$ cat src/rtl/ldr_pkg.sv
package ldr_pkg;
  typedef enum logic [3:0] {
    S_IDLE, S_LEAD, S_SKIP, S_CLO, S_CHI, S_OLO, S_OHI, S_DATA, S_SUM, S_DONE
  } ldr_state_t;

  typedef enum logic [1:0] {
    E_NONE = 2'd0,
    E_CSUM = 2'd1,
    E_NXM  = 2'd2,
    E_FMT  = 2'd3
  } ldr_err_t;

  localparam logic [7:0]  BLK_MARK  = 8'd1;
  localparam logic [15:0] HDR_BYTES = 16'd6;
  localparam logic [15:0] NO_START  = 16'd1;
endpackage

$ cat src/rtl/ldr_csum.sv
module ldr_csum (
  input  logic       clk,
  input  logic       rst,
  input  logic       clr,
  input  logic       take,
  input  logic       in_lead,
  input  logic [7:0] in_byte,
  output logic       sum_zero
);
  import ldr_pkg::*;
  logic [7:0] sum;
  logic [7:0] sum_nxt;

  always_comb sum_nxt = sum + in_byte;
  always_comb sum_zero = (sum_nxt == 8'd0);

  always_ff @(posedge clk) begin
    if (rst || clr) begin
      sum <= 8'd0;
    end else if (take) begin
      if (in_lead) sum <= (in_byte == BLK_MARK) ? BLK_MARK : 8'd0;
      else         sum <= sum_nxt;
    end
  end
endmodule

$ cat src/rtl/ldr_wr.sv
module ldr_wr #(
  parameter int ADDR_W = 16,
  parameter int WAW    = 9
) (
  input  logic              clk,
  input  logic              rst,
  input  logic              req,
  input  logic [ADDR_W-1:0] org,
  input  logic [7:0]        data,
  output logic [1:0]        mem_we,
  output logic [WAW-1:0]    mem_addr,
  output logic [15:0]       mem_wdata
);
  for (genvar g = 0; g < 2; g++) begin : g_lane
    always_ff @(posedge clk) begin
      if (rst) mem_we[g] <= 1'b0;
      else     mem_we[g] <= req && (org[0] == 1'(g));
    end
  end

  always_ff @(posedge clk) begin
    if (rst) begin
      mem_addr  <= '0;
      mem_wdata <= '0;
    end else if (req) begin
      mem_addr  <= org[WAW:1];
      mem_wdata <= {data, data};
    end
  end

  AST_LANE_ONEHOT: assert property (@(posedge clk) disable iff (rst)
    $onehot0(mem_we));
endmodule

$ cat src/rtl/ldr_fsm.sv
module ldr_fsm #(
  parameter int MEM_BYTES = 1024,
  parameter int ADDR_W    = 16
) (
  input  logic                clk,
  input  logic                rst,
  input  logic                start,
  input  logic                in_valid,
  input  logic [7:0]          in_byte,
  input  logic                in_end,
  input  logic                sum_zero,
  output ldr_pkg::ldr_state_t state,
  output logic                busy,
  output logic                take,
  output logic                wr_req,
  output logic [ADDR_W-1:0]   wr_org,
  output logic                done,
  output logic                start_valid,
  output logic [ADDR_W-1:0]   start_addr,
  output ldr_pkg::ldr_err_t   err
);
  import ldr_pkg::*;
  localparam logic [ADDR_W:0] LIMIT = (ADDR_W+1)'(MEM_BYTES);

  logic [15:0]       cnt;
  logic [ADDR_W-1:0] org;
  logic [ADDR_W-1:0] full_org;
  logic              in_range;

  always_comb busy     = (state != S_IDLE) && (state != S_DONE);
  always_comb take     = in_valid && busy && !start && !in_end;
  always_comb in_range = ({1'b0, org} < LIMIT);
  always_comb wr_req   = take && (state == S_DATA) && in_range;
  always_comb wr_org   = org;
  always_comb full_org = {in_byte, org[7:0]};

  always_ff @(posedge clk) begin
    if (rst) begin
      state <= S_IDLE; cnt <= '0; org <= '0;
      done <= 1'b0; start_valid <= 1'b0; start_addr <= '0; err <= E_NONE;
    end else if (start) begin
      state <= S_LEAD;
      done <= 1'b0; start_valid <= 1'b0; start_addr <= '0; err <= E_NONE;
    end else if (in_end && busy) begin
      err   <= E_FMT;
      state <= S_IDLE;
    end else if (take) begin
      case (state)
        S_LEAD: if (in_byte == BLK_MARK) state <= S_SKIP;
        S_SKIP: state <= S_CLO;
        S_CLO: begin cnt[7:0]  <= in_byte; state <= S_CHI; end
        S_CHI: begin cnt[15:8] <= in_byte; state <= S_OLO; end
        S_OLO: begin org[7:0]  <= in_byte; state <= S_OHI; end
        S_OHI: begin
          org <= full_org;
          if (cnt == HDR_BYTES) begin
            done        <= 1'b1;
            start_valid <= (full_org != NO_START);
            start_addr  <= {full_org[ADDR_W-1:1], 1'b0};
            state       <= S_DONE;
          end else if (cnt < HDR_BYTES) begin
            err   <= E_FMT;
            state <= S_IDLE;
          end else begin
            cnt   <= cnt - HDR_BYTES;
            state <= S_DATA;
          end
        end
        S_DATA: begin
          if (!in_range) begin
            err   <= E_NXM;
            state <= S_IDLE;
          end else begin
            org <= org + 1'b1;
            cnt <= cnt - 1'b1;
            if (cnt == 16'd1) state <= S_SUM;
          end
        end
        S_SUM: begin
          if (sum_zero) state <= S_LEAD;
          else begin
            err   <= E_CSUM;
            state <= S_IDLE;
          end
        end
        default: ;
      endcase
    end
  end

  AST_DONE_CLEAN: assert property (@(posedge clk) disable iff (rst)
    done |-> (err == E_NONE));
  AST_ERR_STICKY: assert property (@(posedge clk) disable iff (rst)
    ((err != E_NONE) && !start) |=> (err == $past(err)));
  AST_IDLE_NOWR: assert property (@(posedge clk) disable iff (rst)
    (state == S_IDLE || state == S_DONE) |-> !wr_req);
endmodule

$ cat src/rtl/papertape_loader.sv
module papertape_loader #(
  parameter int MEM_BYTES = 1024,
  parameter int ADDR_W    = 16,
  localparam int MEM_WORDS = MEM_BYTES / 2,
  localparam int WAW       = $clog2(MEM_WORDS)
) (
  input  logic              clk,
  input  logic              rst,
  input  logic              start,
  input  logic              in_valid,
  input  logic [7:0]        in_byte,
  input  logic              in_end,
  output logic [1:0]        mem_we,
  output logic [WAW-1:0]    mem_addr,
  output logic [15:0]       mem_wdata,
  output logic              done,
  output logic              start_valid,
  output logic [ADDR_W-1:0] start_addr,
  output logic [1:0]        err_code
);
  import ldr_pkg::*;

  ldr_state_t        state;
  ldr_err_t          err;
  logic              busy, take, wr_req, sum_zero;
  logic [ADDR_W-1:0] wr_org;

  ldr_fsm #(.MEM_BYTES(MEM_BYTES), .ADDR_W(ADDR_W)) u_fsm (
    .clk(clk), .rst(rst), .start(start), .in_valid(in_valid),
    .in_byte(in_byte), .in_end(in_end), .sum_zero(sum_zero),
    .state(state), .busy(busy), .take(take), .wr_req(wr_req),
    .wr_org(wr_org), .done(done), .start_valid(start_valid),
    .start_addr(start_addr), .err(err)
  );

  ldr_csum u_csum (
    .clk(clk), .rst(rst), .clr(start), .take(take),
    .in_lead(state == S_LEAD), .in_byte(in_byte), .sum_zero(sum_zero)
  );

  ldr_wr #(.ADDR_W(ADDR_W), .WAW(WAW)) u_wr (
    .clk(clk), .rst(rst), .req(wr_req), .org(wr_org), .data(in_byte),
    .mem_we(mem_we), .mem_addr(mem_addr), .mem_wdata(mem_wdata)
  );

  always_comb err_code = err;

  AST_START_EVEN: assert property (@(posedge clk) disable iff (rst)
    start_valid |-> !start_addr[0]);
  AST_NO_WR_AFTER_STOP: assert property (@(posedge clk) disable iff (rst)
    (!busy && !start) |=> (mem_we == 2'b00));
endmodule

$ cat config.mk
export PLATFORM = sky130hd
export DESIGN_NAME = papertape_loader
export DESIGN_NICKNAME = d
export VERILOG_FILES = /design/src/rtl/ldr_pkg.sv /design/src/rtl/ldr_csum.sv /design/src/rtl/ldr_wr.sv /design/src/rtl/ldr_fsm.sv /design/src/rtl/papertape_loader.sv
export SDC_FILE = /design/constraint.sdc
export NUM_CORES = 1
export LEC_CHECK = 0
export BUFFER_PORTS_ARGS = -buffer_cell sky130_fd_sc_hd__buf_2
export CAP_MARGIN = 20
export CORE_ASPECT_RATIO = 1.75
export CORE_MARGIN = 3
export CORE_UTILIZATION = 50
export DETAILED_ROUTE_END_ITERATION = 10
export HOLD_SLACK_MARGIN = 0.1
export PLACE_DENSITY = 0.75
export SLEW_MARGIN = 20
export SYNTH_ARGS = -nofsm -noshare
export SYNTH_HDL_FRONTEND = slang
export SYNTH_HIERARCHICAL = 1
export SYNTH_SLANG_ARGS = --single-unit
$ cat constraint.sdc
create_clock -name clk -period 6 [get_ports clk]
set_clock_uncertainty 0.1 [all_clocks]
set_input_delay 1.2 -clock clk [delete_from_list [all_inputs] [get_ports clk]]
set_output_delay 1.2 -clock clk [all_outputs]
set_load 0.1 [all_outputs]
==> out/results.tsv, run 1 <==
metric	value	unit
core	9468	sq um
path_max_fanout	9	
ys.warnings.count	6	
drv_slew	0	
fp.dieH	136.7	microns
synth_nets	612	
row_count	47	
final_common_cell	dfxtp_1	
fin_util	0.5726	
internal_power	0.9364	mW
hold_class	reg2reg	
dieArea	11020	sq um
gp_congestion	0.9617	
required	6.08	ns
drv_cap	0	
synth_area	4877	sq um
p_clk_frac	0.489	
grt_pass1_vias	4336	
vias_per_cell	6.314	
cp.arrival	3.63	ns
clkTransAtPathRegs	0.06	ns
grt_max_degree	58	
critPathKind	in2reg	
drt_first_pass_iters	5	
finalSetupTns	0	ns
cts_num_sinks	82	
end_kind	flip-flop	
fill_cells	845	
fin_crit_sh	0.5914	
fin_crit	3.548	ns
layout_common_cells	dfxtp_1, nor2_1, buf_2	
synth.avg_cell_area	8.366	sq um
grt_pass1_wl	21.74	mm
portBuffers	58	
p_sw_frac	0.2364	
route.detailed.drc	0	
rsz0062_at_grt	false	
clk_latency	0.34	ns
relSlewSlack	0.3568	
antenna_found_initial	0	
initial_core_util	0.5151	
vias	4647	
diodes	0	
syn_to_final_growth	11.16	%
drt-total-wl	13.93	mm
combPwrFrac	0.063	
hold_buffers	0	
reg2reg_slack	3.02	ns
cts_setup_buffers	0	
cts_resized	0	
max_slew.worst_pin.slew	0.9514	ns
grt_usage	0.2532	
pin_count	60	
cts-htree-levels	3	
cts_buffers	9	
finalSetupViolCount	0	
worst_setup_path_start_kind	input port	
drive_gt1_frac	0.1645	
tritoncts	yes	
fin_nets	638	
outcome	finished, final reports clean	
p_total	1.226	mW
wl_per_cell	18.92	microns
hpwl	9.860	mm
synthCells	583	
leakagePower	2.115	nW
hold_violations	0	
ant_nets	0	
power.switching	0.2898	mW
drt-initial-drc-count	345	
clk_path_buf_depth	2	
fmax	0.2818	GHz
seq_power_share	0.449	
cts-root-buf	clkbuf_16	
ir_worst_vdd	0.0001640	V
die_w	80.66	microns
grt-ovfl-total	0	
power_density	226.2	nW/um^2
## final timing paths
kind / cells after the start / start / endpoint
hold reg to reg: 2 / u_fsm/done / u_fsm/done
setup / recovery: 11 / in_byte[0] / u_fsm/err[0]
setup reg to reg: 6 / u_fsm/state[0] / u_wr/mem_addr[5]
hold / removal: 2 / u_fsm/done / u_fsm/done
## critical path: stages
cell and delay (ns):
buf_2 0.17, ha_1 0.26, fa_1 0.41, a211oi_1 0.37, o21bai_1 0.14, a21oi_1 0.19
xor2_1 0.22, and3_1 0.25, nand2_1 0.09, a311oi_1 0.25, a211oi_1 0.07
## layer usage
| metal | up-vias | share of wire | track usage |
|---|---|---|---|
| met1 | 2195 | 0.39 | 0.2775 |
| met5 | - | 0 | 0 |
| li1 | 2192 | - | - |
| met2 | 217 | 0.52 | 0.4613 |
| met4 | 0 | 0.036 | 0.1259 |
| met3 | 43 | 0.061 | 0.03953 |
## flip-flops by register name (all words and copies together) (netlist names)
register / cells
u_fsm/wr_org: 16
u_fsm/start_addr: 15
u_fsm/cnt: 16
u_wr/mem_we: 2
u_wr/mem_wdata: 8
u_fsm/start_valid: 1
u_fsm/err: 2
u_csum/sum: 8
u_fsm/done: 1
u_wr/mem_addr: 9
u_fsm/state: 4
## per-stage QoR
| stage | hold WS, ns | cells | setup slack [ns] | cell area, sq um |
|---|---|---|---|---|
| after floorplan | 0.3311 | 583 | 2.703 | 4877 |
| after global placement | 0.3289 | 719 | 2.261 | 5079 |
| after detailed placement | 0.3448 | 719 | 2.198 | 5079 |
| after CTS | 0.3538 | 735 | 2.537 | 5405 |
| after global routing | 0.3791 | 736 | 2.371 | 5421 |
| final | 0.3497 | 736 | 2.452 | 5421 |
## power groups by stage
stage / clock [mW] / combinational [mW] / sequential [mW]
5_1_grt: 0.637 / 0.0814 / 0.550
4_1_cts: 0.612 / 0.0752 / 0.550
3_5_place_dp: 0 / 0.0747 / 0.563
2_1_floorplan: 0 / 0.0489 / 0.562
6_report: 0.599 / 0.0767 / 0.550
3_3_place_gp: 0 / 0.0743 / 0.562
## cell type report
class                      count  area, sq um  area share
inverter                      15        56.30     0.01039
tap                          122        152.6     0.02816
clock buffer                   9        225.2     0.04154
timing repair buffer          61        316.6     0.05839
sequential                    82         1642      0.3028
multi-input combinational    440         2928      0.5400
clock inverter                 7        101.3     0.01869
No activity file was read; power rests on OpenSTA's default activity.
==> inputs of run 2 (changes only) <==
==> constraint.sdc (replaced) <==
create_clock -name clk -period 3.5 [get_ports clk]
set_clock_uncertainty 0.1 [all_clocks]
set_input_delay 0.7 -clock clk [delete_from_list [all_inputs] [get_ports clk]]
set_output_delay 0.7 -clock clk [all_outputs]
set_load 0.1 [all_outputs]
==> run 2 against run 1 <==
Effect of this change:
- routed wire length up 1.8%
- clock-buffer cell count up 1
- register-to-register slack worse by 2.3 ns
- flip-flop and latch count unchanged
- critical path type unchanged
- largest power group unchanged
- highest routed layer unchanged
==> out/results.tsv, run 2 (synthesis gave the netlist of run 1 again) <==
metric	value	unit	change
grt_usage	0.2599		was 0.2532
hold_class	reg2reg		unchanged
die_w	80.66	microns	unchanged
grt_max_degree	56		was 58
end_kind	flip-flop		unchanged
dp_cells	728		was 719
fin_cells	743		was 736
fin_nets	646		was 638
drive_gt1_frac	0.1739		was 0.1645
cts_resized	0		unchanged
relSlewSlack	0.3650		was 0.3568
max_slew.worst_pin.slew	0.9524	ns	was 0.9514 ns
portBuffers	58		unchanged
grt-ovfl-total	0		unchanged
reg2reg_from	u_fsm/state[3]		was u_fsm/state[0]
drv_cap	0		unchanged
final_common_cell	dfxtp_1		unchanged
fmax	0.3432	GHz	
core	9468	sq um	unchanged
ant_nets	0		unchanged
leakagePower	2.136	nW	was 2.115 nW
place_ws	0.3147	ns	was 2.198 ns
wl_per_cell	19.08	microns	was 18.92 microns
row_count	47		unchanged
cp.arrival	3.00	ns	was 3.63 ns
hpwl	9.956	mm	was 9.860 mm
syn_to_final_growth	11.70	%	was 11.16%
required	3.59	ns	was 6.08 ns
initial_core_util	0.5151		unchanged
ir_worst_vdd	0.0002682	V	was 0.0001640 V
fp.dieH	136.7	microns	unchanged
reg2reg_to	u_fsm/start_addr[6]		was u_wr/mem_addr[5]
finalSetupTns	0	ns	unchanged
antenna_found_initial	0		unchanged
cp-startpoint	in_byte[0]		unchanged
cts_num_sinks	82		unchanged
clk_path_buf_depth	2		unchanged
route.detailed.drc	0		unchanged
critPathKind	in2reg		unchanged
highest_layer	met4		unchanged
power_density	374.2	nW/um^2	was 226.2 nW/um^2
fin_crit_sh	0.8325		
wl_met2	7.224	mm	was 7.206 mm
drv_slew	0		unchanged
tritoncts	yes		unchanged
grt_pass1_vias	4521		was 4,336
crit_end	u_fsm/err[0]		unchanged
met1_length	5.366	mm	was 5.364 mm
outcome	finished, final reports clean		unchanged
cts_setup_buffers	0		unchanged
fin_crit	2.914	ns	
finalSetupViolCount	0		unchanged
clkTransAtPathRegs	0.06	ns	about the same
vias_per_cell	6.410		was 6.314
p_total	2.038	mW	was 1.226 mW
fin_util	0.5754		was 0.5726
clk_latency	0.34	ns	about the same
path_max_fanout	3		was 9
whs	0.3564	ns	was 0.3497 ns
fin_ws	0.5863	ns	was 2.452 ns
reg2reg_slack	0.76	ns	was 3.02 ns
dieArea	11020	sq um	unchanged
cts-root-buf	clkbuf_16		unchanged
hold_buffers	0		unchanged
r2r_cells	5		was 6
grt_pass1_wl	22.43	mm	was 21.74 mm
layout_common_cells	dfxtp_1, nor2_1, buf_2		unchanged
cts_buffers	9		unchanged
drt-total-wl	14.18	mm	was 13.93 mm
rsz0062_at_grt	false		unchanged
cts-htree-levels	3		unchanged
drt-initial-drc-count	356		was 345
vias	4763		was 4,647
place_area	5146	sq um	was 5079 sq um
drt_first_pass_iters	5		unchanged
final_area	5448	sq um	was 5421 sq um
worst_setup_path_start_kind	input port		unchanged
gp_congestion	0.9335		was 0.9617
dr_wl_met3	928	microns	was 850 microns
hold_violations	0		unchanged
diodes	0		unchanged
pin_count	60		unchanged
-- run 2: cell type report --
class | count | area, sq um
fill | 869 | 4020
multi-input combinational | 440 | 2923
sequential | 82 | 1642
timing repair buffer | 69 | 372.9
clock buffer | 10 | 239.0
tap | 122 | 152.6
clock inverter | 5 | 62.56
inverter | 15 | 56.30
-- run 2: worst min path at each step --
| stage | cells after the start | endpoint | start | slack (ns) |
|---|---|---|---|---|
| after floorplan | 2 | u_fsm/wr_org[14] | u_fsm/wr_org[14] | 0.33 |
| after global placement | 2 | u_fsm/done | u_fsm/done | 0.33 |
| after detailed placement | 2 | u_fsm/done | u_fsm/done | 0.35 |
| after CTS | 2 | u_fsm/done | u_fsm/done | 0.36 |
| after global routing | 2 | u_fsm/wr_org[14] | u_fsm/wr_org[14] | 0.37 |
| final | 2 | u_fsm/done | u_fsm/done | 0.36 |
-- run 2: power breakdown --
part / total (mW) / switching, mW / internal [mW]
logic: 0.142 / 0.0991 / 0.0431
registers: 0.941 / 0.00578 / 0.935
clock network: 0.955 / 0.383 / 0.571
total: 2.04 / 0.488 / 1.55
-- run 2: metal layers --
| layer | up-vias | GRT usage |
|---|---|---|
| met5 | - | 0 |
| met4 | 0 | 0.1551 |
| met3 | 60 | 0.04743 |
| met2 | 233 | 0.4585 |
| met1 | 2262 | 0.2828 |
| li1 | 2208 | - |
-- run 2: worst max-delay path: stages --
cell and delay (ns):
buf_2 0.13, ha_1 0.24, fa_1 0.42, a211oi_1 0.32, o21bai_1 0.14, a21oi_1 0.20
xor2_1 0.21, and3_1 0.23, nand2_1 0.08, a311oi_1 0.25, a211oi_1 0.08
==> inputs of run 3 (changes only) <==
==> constraint.sdc (replaced) <==
create_clock -name clk -period 2.9 [get_ports clk]
set_clock_uncertainty 0.1 [all_clocks]
set_input_delay 0.58 -clock clk [delete_from_list [all_inputs] [get_ports clk]]
set_output_delay 0.58 -clock clk [all_outputs]
set_load 0.1 [all_outputs]
==> run 3 against run 2 <==
Effect of this change:
- core utilization is 1.0 points higher
- combinational power is 23% higher
- non-clock buffer count is 12 higher
- clock-buffer cell count is 1 lower
- worst hold slack better by 0.0056 ns
- critical endpoint is now u_fsm/err[1]
==> out/results.tsv, run 3 (synthesis gave the netlist of run 1 again) <==
metric	value	unit	change
vias	4835		was 4,763
grt-ovfl-total	0		unchanged
vias_per_cell	6.396		was 6.410
row_count	47		unchanged
path_max_fanout	2		was 3
p_clk_frac	0.475		was 0.468
power_density	449.8	nW/um^2	was 374.2 nW/um^2
grt_usage	0.2716		was 0.2599
place_area	5236	sq um	was 5146 sq um
hold_violations	0		unchanged
wl_per_cell	19.15	microns	was 19.08 microns
required	3.01	ns	was 3.59 ns
outcome	finished, final reports clean		unchanged
route.detailed.drc	0		unchanged
cts_resized	0		unchanged
gp_congestion	0.9828		was 0.9335
cts-root-buf	clkbuf_16		unchanged
drv_slew	0		unchanged
multi_input_area	2923	sq um	unchanged
relSlewSlack	0.5384		was 0.3650
path_buf_inv	1		unchanged
max_slew.worst_pin.slew	0.6915	ns	was 0.9524 ns
drt-initial-drc-count	551		was 356
cts-htree-levels	3		unchanged
clkTransAtPathRegs	0.06	ns	about the same
syn_to_final_growth	13.70	%	was 11.70%
cp_cell_sequence	buf_2 > ha_1 > fa_1 > a211oi_1 > o21bai_1 > a21oi_1 > xor2_1 > and3_1 > nand2_1 > a311oi_1 > nor3_1		was buf_2 > ha_1 > fa_1 > a211oi_1 > o21bai_1 > a21oi_1 > xor2_1 > and3_1 > nand2_1 > a311oi_1 > a211oi_1
fill_cells	844		was 869
critPathKind	in2reg		unchanged
drive_gt1_frac	0.1909		was 0.1739
slowest_delay	0.41	ns	was 0.42 ns
finalSetupViolCount	0		unchanged
drv_cap	0		unchanged
cp.arrival	2.76	ns	was 3.00 ns
fmax	0.3772	GHz	
ff_latch_area	1642	sq um	unchanged
grt_pass1_vias	4615		was 4,521
pin_count	60		unchanged
drt-total-wl	14.48	mm	was 14.18 mm
fin_nets	658		was 646
clk_latency	0.34	ns	about the same
initial_core_util	0.5151		unchanged
diodes	0		unchanged
hold_class	reg2reg		unchanged
layout_common_cells	dfxtp_1, nor2_1, buf_2		unchanged
combPwrFrac	0.070		about the same
fin_crit_sh	0.9143		
grt_max_degree	56		unchanged
portBuffers	58		unchanged
cts_setup_buffers	0		unchanged
worst_setup_path_start_kind	input port		unchanged
final_common_cell	dfxtp_1		unchanged
dieArea	11020	sq um	unchanged
critical_path.top_delay_family	compound AO/OA/AOI/OAI gates		unchanged
hpwl	10.41	mm	was 9.956 mm
die_w	80.66	microns	unchanged
finalSetupTns	0	ns	unchanged
cts_buffers	9		unchanged
clk_path_buf_depth	2		unchanged
seq_power_share	0.455		was 0.462
antenna_found_initial	0		unchanged
internal_power	1.867	mW	was 1.550 mW
rsz0062_at_grt	false		unchanged
p_total	2.494	mW	was 2.038 mW
crit_slowest_cell	fa_1		unchanged
hold_buffers	0		unchanged
drt_first_pass_iters	5		unchanged
grt_pass1_wl	23.29	mm	was 22.43 mm
ant_nets	0		unchanged
final_area	5545	sq um	was 5448 sq um
cts_num_sinks	82		unchanged
fp.dieH	136.7	microns	unchanged
fin_crit	2.651	ns	
leakagePower	2.204	nW	was 2.136 nW
core	9468	sq um	unchanged
ir_worst_vdd	0.0003704	V	was 0.0002682 V
p_sw_frac	0.2516		was 0.2395
power.switching	0.6276	mW	was 0.4882 mW
tritoncts	yes		unchanged
end_kind	flip-flop		unchanged
## run 3: area by class of cell
| type | instances | share of cell area |
|---|---|---|
| Timing Repair Buffer | 81 | 0.08348 |
| Tap cell | 122 | 0.02753 |
| Clock inverter | 7 | 0.01512 |
| Multi-Input combinational cell | 440 | 0.5271 |
| Inverter | 15 | 0.01015 |
| Clock buffer | 9 | 0.04061 |
| Sequential cell | 82 | 0.2960 |
## run 3: through the flow
| step | hold WS, ns | utilization | cells | setup slack [ns] |
|---|---|---|---|---|
| 2_1_floorplan | 0.3311 | - | 583 | 0.2230 |
| 3_3_place_gp | 0.3290 | 0.5531 | 740 | 0.01803 |
| 3_5_place_dp | 0.3515 | 0.5531 | 740 | -0.03118 |
| 4_1_cts | 0.3605 | 0.5857 | 756 | 0.3086 |
| 5_1_grt | 0.3830 | 0.5857 | 756 | 0.01784 |
| 6_report | 0.3620 | 0.5857 | 756 | 0.2486 |
## run 3: metal layers
layer,share of wire,GRT usage
met1,0.38,0.2927
met5,0,0
met2,0.51,0.4788
met4,0.042,0.1570
met3,0.066,0.05797
## run 3: final timing paths
| kind | start | endpoint | slack (ns) | depth (start not counted) |
|---|---|---|---|---|
| worst max-delay path | in_byte[0] | u_fsm/err[1] | 0.25 | 11 |
| worst min-delay path | u_fsm/wr_org[13] | u_fsm/wr_org[13] | 0.36 | 2 |
| worst max register to register | u_fsm/cnt[8] | u_fsm/cnt[5] | 0.27 | 5 |
| worst min register to register | u_fsm/wr_org[13] | u_fsm/wr_org[13] | 0.36 | 2 |
## run 3: power groups by stage
stage | clock network [mW] | logic, mW | registers, mW
floorplan | 0 | 0.101 | 1.16
global placement | 0 | 0.166 | 1.16
detailed placement | 0 | 0.169 | 1.16
CTS | 1.21 | 0.170 | 1.13
global route | 1.25 | 0.188 | 1.13
finish | 1.19 | 0.174 | 1.13
## run 3: worst reg2reg max path: cells and delay by family, from the launching register on
kind | cells | cell delay [ns]
AOI/OAI and AO/OA | 2 | 0.51
DFF | 1 | 0.38
and+or+nand+nor | 3 | 1.55
